File: src/rtl/wbinv_pkg.sv
package wbinv_pkg;
  localparam logic [1:0] ST_INVALID = 2'b00;
  localparam logic [1:0] ST_DIRTY   = 2'b11;
  localparam logic [2:0] MOD_NORMAL = 3'b001;
  localparam logic [2:0] MOD_INCONS = 3'b010;
  localparam logic       SYS_WRITEBACK = 1'b0;
  localparam logic       SYS_TAGINVAL  = 1'b1;

  typedef enum logic [3:0] {
    S_IDLE, S_SRD, S_SCHK, S_IRD, S_ICHK, S_DRD, S_DCHK, S_TWR, S_SYS, S_DONE
  } seqState_t;

  typedef struct packed {
    logic capReq;   // latch address and virtual index
    logic capTag;   // latch secondary tag and state
    logic subClr;   // restart subset counter
    logic subInc;   // next subset
    logic tagWr;    // secondary tag rewrite cycle
  } ctrlStrb_t;
endpackage

File: src/rtl/wbinvCtrl.sv
module wbinvCtrl
  import wbinv_pkg::*;
(
  input  logic      clk,
  input  logic      rstN,
  input  logic      start,
  input  logic      sValid,
  input  logic      iHit,
  input  logic      dHit,
  input  logic      dFlush,
  input  logic      lastSub,
  input  logic      sysReady,
  output ctrlStrb_t strb,
  output logic      busy,
  output logic      done,
  output logic      stagRdEn,
  output logic      stagWrEn,
  output logic      iRdEn,
  output logic      iWrEn,
  output logic      dRdEn,
  output logic      dWrEn,
  output logic      l2WbEn,
  output logic      mruWrEn,
  output logic      sysValid
);
  seqState_t curSt, nxtSt;

  always_ff @(posedge clk) begin
    if (!rstN) curSt <= S_IDLE;
    else       curSt <= nxtSt;
  end

  always_comb begin
    nxtSt    = curSt;
    strb     = '0;
    stagRdEn = 1'b0;
    stagWrEn = 1'b0;
    iRdEn    = 1'b0;
    iWrEn    = 1'b0;
    dRdEn    = 1'b0;
    dWrEn    = 1'b0;
    l2WbEn   = 1'b0;
    mruWrEn  = 1'b0;
    sysValid = 1'b0;
    unique case (curSt)
      S_IDLE: if (start) begin
        strb.capReq = 1'b1;
        nxtSt = S_SRD;
      end
      S_SRD: begin
        stagRdEn = 1'b1;
        nxtSt = S_SCHK;
      end
      S_SCHK: begin
        if (!sValid) nxtSt = S_DONE;
        else begin
          strb.capTag = 1'b1;
          strb.subClr = 1'b1;
          nxtSt = S_IRD;
        end
      end
      S_IRD: begin
        iRdEn = 1'b1;
        nxtSt = S_ICHK;
      end
      S_ICHK: begin
        iWrEn = iHit;
        if (lastSub) begin
          strb.subClr = 1'b1;
          nxtSt = S_DRD;
        end else begin
          strb.subInc = 1'b1;
          nxtSt = S_IRD;
        end
      end
      S_DRD: begin
        dRdEn = 1'b1;
        nxtSt = S_DCHK;
      end
      S_DCHK: begin
        dWrEn  = dHit;
        l2WbEn = dFlush;
        if (lastSub) nxtSt = S_TWR;
        else begin
          strb.subInc = 1'b1;
          nxtSt = S_DRD;
        end
      end
      S_TWR: begin
        stagWrEn   = 1'b1;
        mruWrEn    = 1'b1;
        strb.tagWr = 1'b1;
        nxtSt = S_SYS;
      end
      S_SYS: begin
        sysValid = 1'b1;
        if (sysReady) nxtSt = S_DONE;
      end
      S_DONE: nxtSt = S_IDLE;
      default: nxtSt = S_IDLE;
    endcase
  end

  assign busy = (curSt != S_IDLE) && (curSt != S_DONE);
  assign done = (curSt == S_DONE);

  p_done_after_busy_r1: assert property (@(posedge clk) disable iff (!rstN)
    done |-> $past(busy));
  p_iwr_after_read_r4: assert property (@(posedge clk) disable iff (!rstN)
    iWrEn |-> $past(iRdEn));
  p_dwr_after_read_r5: assert property (@(posedge clk) disable iff (!rstN)
    dWrEn |-> $past(dRdEn));
  p_flush_with_inval_r6: assert property (@(posedge clk) disable iff (!rstN)
    l2WbEn |-> dWrEn);
endmodule

File: src/rtl/wbinvDatapath.sv
module wbinvDatapath
  import wbinv_pkg::*;
#(
  parameter int PA_W     = 16,
  parameter int SET_BITS = 3,
  parameter int BLK_OFF  = 5,
  parameter int SUB_BITS = 1,
  localparam int TAG_W   = PA_W - SET_BITS - BLK_OFF,
  localparam int WORD_W  = TAG_W + 4,
  localparam int ECC_W   = (WORD_W + 7) / 8
) (
  input  logic                         clk,
  input  logic                         rstN,
  input  ctrlStrb_t                    strb,
  input  logic [PA_W-1:0]              pa,
  input  logic [1:0]                   va,
  input  logic [WORD_W-1:0]            stagRdData,
  input  logic [TAG_W-1:0]             iRdTag,
  input  logic                         iRdState,
  input  logic [TAG_W-1:0]             dRdTag,
  input  logic [1:0]                   dRdState,
  input  logic [2:0]                   dRdMod,
  input  logic                         dRdWay,
  output logic [SET_BITS:0]            stagAddr,
  output logic [SET_BITS+SUB_BITS-1:0] priAddr,
  output logic [WORD_W-1:0]            stagWrData,
  output logic [ECC_W-1:0]             stagWrEcc,
  output logic                         sValid,
  output logic                         iHit,
  output logic                         dHit,
  output logic                         dFlush,
  output logic                         lastSub,
  output logic                         iWrState,
  output logic                         iWrPar,
  output logic [1:0]                   dWrState,
  output logic [2:0]                   dWrMod,
  output logic                         dWrWay,
  output logic                         dWrPar,
  output logic [TAG_W-1:0]             l2WbTag,
  output logic                         l2WbWay,
  output logic [SET_BITS-1:0]          mruSet,
  output logic                         mruWrVal,
  output logic [TAG_W-1:0]             sysTag,
  output logic [SET_BITS-1:0]          sysSet,
  output logic                         sysKind
);
  logic [TAG_W-1:0]    newTag, sTagR;
  logic [SET_BITS-1:0] setR;
  logic                wayR;
  logic [1:0]          vaR, sStR;
  logic [SUB_BITS-1:0] subR;
  logic                unusedBits;

  always_ff @(posedge clk) begin
    if (!rstN) begin
      newTag <= '0; setR <= '0; wayR <= 1'b0; vaR <= '0;
      sTagR  <= '0; sStR <= ST_INVALID; subR <= '0;
    end else begin
      if (strb.capReq) begin
        newTag <= pa[PA_W-1 -: TAG_W];
        setR   <= pa[BLK_OFF +: SET_BITS];
        wayR   <= pa[0];
        vaR    <= va;
      end
      if (strb.capTag) begin
        sTagR <= stagRdData[WORD_W-1 -: TAG_W];
        sStR  <= stagRdData[1:0];
      end
      if (strb.subClr)      subR <= '0;
      else if (strb.subInc) subR <= subR + 1'b1;
    end
  end

  assign unusedBits = ^{pa[BLK_OFF-1:1], stagRdData[3:2]};

  assign stagAddr = {setR, wayR};
  assign priAddr  = {setR, subR};
  assign lastSub  = &subR;
  assign sValid   = stagRdData[1:0] != ST_INVALID;

  assign iHit   = (iRdTag == sTagR) && iRdState;
  assign dHit   = (dRdTag == sTagR) && (dRdState != ST_INVALID);
  assign dFlush = dHit && (dRdState == ST_DIRTY) && (dRdMod == MOD_INCONS);

  assign iWrState = 1'b0;
  assign iWrPar   = 1'b0;
  assign dWrState = ST_INVALID;
  assign dWrMod   = MOD_NORMAL;
  assign dWrWay   = 1'b0;
  assign dWrPar   = 1'b0;
  assign l2WbTag  = dRdTag;
  assign l2WbWay  = dRdWay;

  assign stagWrData = {newTag, vaR, ST_INVALID};

  for (genvar g = 0; g < ECC_W; g++) begin : gEcc
    localparam int HI = (g * 8 + 7 < WORD_W - 1) ? g * 8 + 7 : WORD_W - 1;
    assign stagWrEcc[g] = ^stagWrData[HI:g*8];
  end

  assign mruSet   = setR;
  assign mruWrVal = ~wayR;
  assign sysTag   = sTagR;
  assign sysSet   = setR;
  assign sysKind  = (sStR == ST_DIRTY) ? SYS_WRITEBACK : SYS_TAGINVAL;

  p_ecc_even_r7: assert property (@(posedge clk) disable iff (!rstN)
    strb.tagWr |-> (^{stagWrData, stagWrEcc}) == 1'b0);
endmodule

File: src/rtl/wbinvSeq.sv
module wbinvSeq
  import wbinv_pkg::*;
#(
  parameter int PA_W     = 16,
  parameter int SET_BITS = 3,
  parameter int BLK_OFF  = 5,
  parameter int SUB_BITS = 1,
  localparam int TAG_W   = PA_W - SET_BITS - BLK_OFF,
  localparam int WORD_W  = TAG_W + 4,
  localparam int ECC_W   = (WORD_W + 7) / 8
) (
  input  logic                         clk,
  input  logic                         rstN,
  input  logic                         start,
  input  logic [PA_W-1:0]              pa,
  input  logic [1:0]                   va,
  output logic                         busy,
  output logic                         done,
  output logic                         stagRdEn,
  output logic                         stagWrEn,
  output logic [SET_BITS:0]            stagAddr,
  input  logic [WORD_W-1:0]            stagRdData,
  output logic [WORD_W-1:0]            stagWrData,
  output logic [ECC_W-1:0]             stagWrEcc,
  output logic [SET_BITS+SUB_BITS-1:0] priAddr,
  output logic                         iRdEn,
  input  logic [TAG_W-1:0]             iRdTag,
  input  logic                         iRdState,
  output logic                         iWrEn,
  output logic                         iWrState,
  output logic                         iWrPar,
  output logic                         dRdEn,
  input  logic [TAG_W-1:0]             dRdTag,
  input  logic [1:0]                   dRdState,
  input  logic [2:0]                   dRdMod,
  input  logic                         dRdWay,
  output logic                         dWrEn,
  output logic [1:0]                   dWrState,
  output logic [2:0]                   dWrMod,
  output logic                         dWrWay,
  output logic                         dWrPar,
  output logic                         l2WbEn,
  output logic [TAG_W-1:0]             l2WbTag,
  output logic                         l2WbWay,
  output logic                         mruWrEn,
  output logic [SET_BITS-1:0]          mruSet,
  output logic                         mruWrVal,
  output logic                         sysValid,
  input  logic                         sysReady,
  output logic                         sysKind,
  output logic [TAG_W-1:0]             sysTag,
  output logic [SET_BITS-1:0]          sysSet
);
  ctrlStrb_t strb;
  logic sValid, iHit, dHit, dFlush, lastSub;

  wbinvCtrl i_ctrl (
    .clk(clk), .rstN(rstN), .start(start), .sValid(sValid), .iHit(iHit),
    .dHit(dHit), .dFlush(dFlush), .lastSub(lastSub), .sysReady(sysReady),
    .strb(strb), .busy(busy), .done(done), .stagRdEn(stagRdEn),
    .stagWrEn(stagWrEn), .iRdEn(iRdEn), .iWrEn(iWrEn), .dRdEn(dRdEn),
    .dWrEn(dWrEn), .l2WbEn(l2WbEn), .mruWrEn(mruWrEn), .sysValid(sysValid)
  );

  wbinvDatapath #(
    .PA_W(PA_W), .SET_BITS(SET_BITS), .BLK_OFF(BLK_OFF), .SUB_BITS(SUB_BITS)
  ) i_dp (
    .clk(clk), .rstN(rstN), .strb(strb), .pa(pa), .va(va),
    .stagRdData(stagRdData), .iRdTag(iRdTag), .iRdState(iRdState),
    .dRdTag(dRdTag), .dRdState(dRdState), .dRdMod(dRdMod), .dRdWay(dRdWay),
    .stagAddr(stagAddr), .priAddr(priAddr), .stagWrData(stagWrData),
    .stagWrEcc(stagWrEcc), .sValid(sValid), .iHit(iHit), .dHit(dHit),
    .dFlush(dFlush), .lastSub(lastSub), .iWrState(iWrState), .iWrPar(iWrPar),
    .dWrState(dWrState), .dWrMod(dWrMod), .dWrWay(dWrWay), .dWrPar(dWrPar),
    .l2WbTag(l2WbTag), .l2WbWay(l2WbWay), .mruSet(mruSet), .mruWrVal(mruWrVal),
    .sysTag(sysTag), .sysSet(sysSet), .sysKind(sysKind)
  );

  p_sys_hold_r9: assert property (@(posedge clk) disable iff (!rstN)
    (sysValid && !sysReady) |=> (sysValid && $stable(sysKind) && $stable(sysTag)));
  p_mru_with_tag_r8: assert property (@(posedge clk) disable iff (!rstN)
    mruWrEn |-> stagWrEn);
endmodule

File: config.mk
export PLATFORM = sky130hd
export DESIGN_NAME = wbinvSeq
export DESIGN_NICKNAME = d
export VERILOG_FILES = /design/src/rtl/wbinv_pkg.sv /design/src/rtl/wbinvCtrl.sv /design/src/rtl/wbinvDatapath.sv /design/src/rtl/wbinvSeq.sv
export SDC_FILE = /design/constraint.sdc
export NUM_CORES = 1
export LEC_CHECK = 0
export CAP_MARGIN = 10
export CORE_MARGIN = 2
export CORE_UTILIZATION = 37
export DETAILED_ROUTE_END_ITERATION = 12
export PLACE_DENSITY = 0.91
export SLEW_MARGIN = 20
export SYNTH_ARGS = -nofsm -noshare
export SYNTH_HDL_FRONTEND = slang
export SYNTH_SLANG_ARGS = --single-unit
File: constraint.sdc
create_clock -name clk -period 1.9 [get_ports clk]
set_clock_uncertainty 0.05 [all_clocks]
set_input_delay 0.285 -clock clk [delete_from_list [all_inputs] [get_ports clk]]
set_output_delay 0.285 -clock clk [all_outputs]
set_load 0.05 [all_outputs]
### After elaboration in Yosys (flattened, before gate mapping)

Cells that the tools add are included.
W data, S select, Z words.

| cells by class | value |
|---|---|
| order comparisons | 0 |
| muxes and demuxes | 23 |
| reductions and logical operators | 14 |
| div/mod/pow operators | 0 |
| shift-type cells | 0 |
| eq/ne operators | 17 |
| $mul | 0 |
| bitwise gates (word level) | 2 |
| add/subtract/negate cells | 1 |

Operators by type and width:

| cell | count |
|---|---|
| $pmux W4 S9 | 1 |
| $eq A4 B3 Y1 const B | 4 |
| $eq A8 B8 Y1 | 2 |
| $mux W1 | 15 |
| $mux W4 | 3 |
| $eq A4 B2 Y1 const B | 2 |
| $eq A4 B4 Y1 const B | 2 |
| $reduce_xor A8 Y1 | 1 |
| $logic_and A1 B1 Y1 | 5 |
| $eq A2 B2 Y1 const B | 2 |
| $eq A4 B1 Y1 const B | 1 |
| $logic_not A4 Y1 | 1 |
| $mux W2 | 2 |
| $ne A2 B2 Y1 const B | 2 |
| $ne A4 B4 Y1 const B | 1 |
| $reduce_bool A2 Y1 | 2 |
| $reduce_bool A4 Y1 | 1 |
| $reduce_or A2 Y1 | 2 |
| $reduce_xor A4 Y1 | 1 |
| $eq A3 B2 Y1 const B | 1 |
| $mux W3 | 1 |
| $not A1 Y1 | 2 |
| $pmux W1 S2 | 1 |
| $reduce_and A2 Y1 | 1 |
| $add A1 B1 Y1 const B | 1 |

| word-level totals | value |
|---|---|
| RAM bits | 0 |
| latch bits | 0 |
| word-level logic and storage cells | 65 |
| memories kept | 0 |
| output and inout port bits | 67 |
| input port bits | 57 |
| bits in registers | 29 |
| memory bits (read-only) | 0 |

### Depth between registers and ports, before layout

| depth | value |
|---|---|
| word-level depth | 5 |
| gate-level depth with buffers | 4 |
| mapped depth without buffers | 3 |

### By module

Synthesis repeated with hierarchy kept, for this count alone.

| unflattened totals | value |
|---|---|
| cell total of the unflattened synthesis | 201 |
| area, all modules | 1849.3 µm² |

Modules (own cells, without submodules):

| module | seq. area each (µm²) | area each (µm²) | cells an instance | times used |
|---|---|---|---|---|
| wbinvDatapath | 500.5 | 1467.7 | 151 | 1 |
| wbinvCtrl | 80.1 | 381.6 | 50 | 1 |

### Worst setup path after synthesis

Ideal clock, no wire load.

| path | value |
|---|---|
| kind | register to output |
| start point | register i_dp.sTagR[0], in the netlist i_dp.sysTag[0] |
| end point | output iWrEn |
| arrival time | 2.487 ns |
| cell stages (with the launch flop) | 4 |
| data required time | 1.565 ns |
| buffers on the path | 0 |
| setup slack | -0.922 ns |
| cells stage by stage | dfxtp_1 > xnor2_1 > nand4_1 > nor4_1 |

| between the ends | value |
|---|---|
| word-level cells in the longest chain between the ends | 3 |

RTL lines:

| item | line | RTL |
|---|---|---|
| start, declared | wbinvDatapath.sv:47 | `logic [TAG_W-1:0] newTag, sTagR;` |
| start signal, assigned | wbinvDatapath.sv:66 | `sTagR <= stagRdData[WORD_W-1 -: TAG_W];` |
| $eq A8 B8 Y1 | wbinvDatapath.sv:81 | `assign iHit = (iRdTag == sTagR) && iRdState;` |
| $logic_and A1 B1 Y1 | wbinvDatapath.sv:81 |  |
| $mux W1 | wbinvCtrl.sv:45 | `unique case (curSt)` |
| end, declared | wbinvSeq.sv:29 | `output logic iWrEn,` |

Every way passes these cells.

### Final worst setup path

| path | value |
|---|---|
| start point | register i_dp.sTagR[7], in the netlist i_dp.sysTag[7] |
| end point | output l2WbEn |

| between the ends | value |
|---|---|
| word-level cells in the longest chain between the ends | 5 |

RTL lines:

| item | line | RTL |
|---|---|---|
| $eq A8 B8 Y1 | wbinvDatapath.sv:82 | `assign dHit = (dRdTag == sTagR) && (dRdState != ST_INVALID);` |
| $logic_and A1 B1 Y1 | wbinvDatapath.sv:82 |  |
| $logic_and A1 B1 Y1 (2 in a row) | wbinvDatapath.sv:83 | `assign dFlush = dHit && (dRdState == ST_DIRTY) && (dRdMod == MOD_INCONS);` |
| $mux W1 | wbinvCtrl.sv:45 |  |
| end, declared | wbinvSeq.sv:42 | `output logic l2WbEn,` |

Every way passes these cells.

==> impl_metrics.csv <==
group,metric,value,unit
critical_path,worstPathMaxFanout,4,
layout,finalNetCount,381,
die,core,0.005075,sq mm
clock_network,cts_buffer_depth,2,
critical_path,critical_path.endpoint,"l2WbEn",
logic_synthesis,async_reset_ff_frac,0,
logic_synthesis,syn_inst,230,
sta,finalSetupViolCount,2,
logic_synthesis,synth_edf_count,0,
layout,insertedDiodeCount,0,
die,die_y,76.40,um
sta,worst_slew_pin_slew,0.5300,ns
placement,gp_congestion,0.7631,
logic_synthesis,syn_area,0.001939,sq mm
sta,fmax,503.7,MHz
logic_synthesis,avgSynthCellArea,8.432,sq um
sta,period_minus_slack,1.985,ns
logic_synthesis,seq_area_frac_synth,0.2994,
clock_network,clkSlewWorstSetupHoldPaths,0.07,ns
critical_path,start_kind,"flip-flop",
layout,syn_to_final_growth,77.61,%
logic_synthesis,synthFlopType,"dfxtp_1",
routing,viasPerCell,4.937,
logic_synthesis,synth-seq-cells,29,
sta,period_share,1.045,
sta,finalHoldViolCount,0,
hold_path,holdCritPathClass,"flip-flop to flip-flop",
critical_path,r2r_cells,4,
sta,rsz0062_at_grt,"yes",
critical_path,critPathBufInv,2,
critical_path,path_delay_family,"simple AND/OR/NAND/NOR gates",
die,dieArea,0.005837,sq mm
status,violations,"negative setup slack",
clock_network,clock_sinks,29,
placement,io_buffers,104,
critical_path,cp_data_required_time,1.56,ns
logic_synthesis,yosysWarnings,0,
die,start_util,0.3821,
global_routing,grt_max_degree,30,
routing,drc,0,
critical_path,end_kind,"output pin",
status,status,"complete, but fails checks",
logic_synthesis,synth.distinct_cells,40,
critical_path,crit_type,"flip-flop to output pin",
die,num_rows,26,
clock_network,h-tree-depth,2,
pwr,ir_worst_vdd,0.7070,mV
routing,wirelength,5795,um
routing,drt_iter0_markers,125,
global_routing,grt-ovfl-total,0,
routing,ant_nets,0,
routing,num_vias,1950,
critical_path,crit_arrival,1.65,ns
clock_network,numCtsBuffers,5,
critical_path,rrSetupSlack,0.16,ns
critical_path,r2r-start,"i_ctrl.curSt[0]",
routing,firstDrtPassIters,4,
die,io_pins,124,
clock_network,clk_latency,0.28,ns
critical_path,rr_endpoint,"i_dp.sysTag[1]",
layout,postLayoutCoreUtil,0.6787,
global_routing,grt_pass1_vias,1968,
clock_network,cts-root-buf,"clkbuf_8",
sta,slew_violations,0,
critical_path,crit_slowest_cell,"dfxtp_2",
flow_run,cap_violations,0,
global_routing,antenna_found_initial,0,
pwr,power_leakage,1.542,nW
pwr,power_density,759.8,mW/mm^2
clock_network,tritoncts,"done",
global_routing,grt_pass1_wl,9363,um
critical_path,cp.depth,5,
placement,pre_cts_slack,-0.2839,ns
sta,max_slew_margin,0.6456,
global_routing,grtUsageTotal,0.1972,
clock_network,ctsHoldBuffers,0,
critical_path,critPathMaxStageDelay,0.37,ns
critical_path,startpoint,"i_dp.sysTag[7]",
die,die_width,76.40,um
sta,setup_ws,-0.08537,ns
placement,dp_hpwl,4365,um
routing,post_drt_wl_per_cell,14.67,um
layout,drive_above_1_share,0.2554,
critical_path,crit_chain,"xnor2_2, nand4_1, buf_4, nor4_4, buf_12",
==> layout make-up <==
| class | count | area, sq um |
|---|---|---|
| well taps | 70 | 87.58 |
| fillers | 360 | 1630 |
| inverters | 4 | 15.01 |
| clock inverters | 3 | 65.06 |
| flip-flops and latches | 29 | 593.1 |
| clock buffers | 5 | 68.82 |
| multi-input cells | 160 | 1197 |
| repair buffers | 124 | 1418 |
==> cells in the final DEF (no fill, tap or decap), drive strengths merged, types with 4 or more instances in the layout <==
cell type / netlist / routed
xnor2: 23 / 23
a21boi: 23 / 23
dlygate4sd2: 0 / 9
nor2: 7 / 7
buf: 34 / 43
nand2: 9 / 9
and3: 15 / 15
clkdlybuf4s50: 0 / 59
dlymetal6s2s: 0 / 13
o21ai: 12 / 12
nand4: 4 / 4
inv: 4 / 4
dfxtp: 29 / 29
o21a: 16 / 16
nor3: 5 / 5
nand2b: 5 / 5
conb: 2 / 11
clkbuf: 12 / 5
nand3: 8 / 8
==> tightest hold or removal path, cell delays in order (launching register included) <==
cell and delay, ns:
dfxtp_1 0.31, o21ai_0 0.06, a21boi_0 0.07
==> layer usage <==
layer,routed length [um],share of wire,track usage,up-vias
met2,3085,0.53,0.3681,91
met1,2153,0.37,0.2076,905
met5,0,0,0,-
li1,-,-,-,940
met4,97,0.017,0.06182,0
met3,459,0.079,0.06517,14
==> worst min-delay path by stage <==
stage	start	to	slack (ns)	cells after the start
4_1_cts	i_dp.sStR[0]	i_dp.sStR[0]	0.44	2
3_5_place_dp	i_dp.sStR[0]	i_dp.sStR[0]	0.43	2
5_1_grt	i_dp.sStR[0]	i_dp.sStR[0]	0.48	2
2_1_floorplan	rstN	i_ctrl.curSt[2]	0.37	2
3_3_place_gp	i_dp.sStR[0]	i_dp.sStR[0]	0.42	2
6_report	i_dp.sStR[0]	i_dp.sStR[0]	0.44	2
==> synth_stat cells, types with 4 or more instances <==
| cell | count | area, sq um |
|---|---|---|
| nand2_1 | 9 | 33.78 |
| buf_4 | 32 | 240.2 |
| nand3_1 | 8 | 40.04 |
| xnor2_1 | 23 | 201.4 |
| nor2_1 | 7 | 26.28 |
| nand4_1 | 4 | 25.02 |
| o21ai_0 | 12 | 60.06 |
| clkbuf_1 | 11 | 41.29 |
| and3_1 | 15 | 93.84 |
| inv_1 | 4 | 15.01 |
| nand2b_1 | 4 | 25.02 |
| a21boi_0 | 22 | 165.2 |
| nor3_1 | 5 | 25.02 |
| o21a_1 | 16 | 120.1 |
| dfxtp_1 | 29 | 580.6 |
==> repair_timing <==
action / CTS / global route
gates resized for setup: 15 / 18
setup endpoints to repair: 3 / 15
pin swaps: 3 / 7
setup buffers: 1 / 0
==> metrics by stage <==
step	area [sq um]	hold WS, ns	cells	total power, mW	TNS [ns]
after detailed placement	3217	0.4304	386	1.854	-0.5719
after floorplan	2036	0.3735	239	1.437	-0.8977
after global routing	3445	0.4784	395	2.728	-0.2222
after CTS	3383	0.4435	395	2.628	-0.2259
final	3445	0.4443	395	2.617	-0.1141
after global placement	3217	0.4179	386	1.829	-0.4118
==> cells by family (layout without fill, tap and decap cells) <==
| group | after synthesis | count (layout) | synth area share |
|---|---|---|---|
| DFF | 29 | 29 | 0.2994 |
| xor gates and xnor gates | 25 | 25 | 0.1129 |
| and+or+nand+nor | 66 | 66 | 0.2142 |
| AOI/OAI and AO/OA | 58 | 58 | 0.2097 |
| other | 2 | 11 | 0.003872 |
| buffers and inverters | 50 | 136 | 0.1600 |
==> state kept, by name (all words and copies together), names as in the netlist <==
signal	flops
i_dp.wayR	1
i_ctrl.curSt	4
i_dp.newTag	8
i_dp.vaR	2
i_dp.lastSub	1
i_dp.sysTag	8
i_dp.mruSet	3
i_dp.sStR	2
==> where the power goes <==
part | leakage (nW) | switching [mW] | internal (mW)
Combinational | 1.23 | 0.654 | 0.496
Clock | 0.0681 | 0.243 | 0.521
Sequential | 0.241 | 0.0457 | 0.657
(Power assumes the default switching activity.)
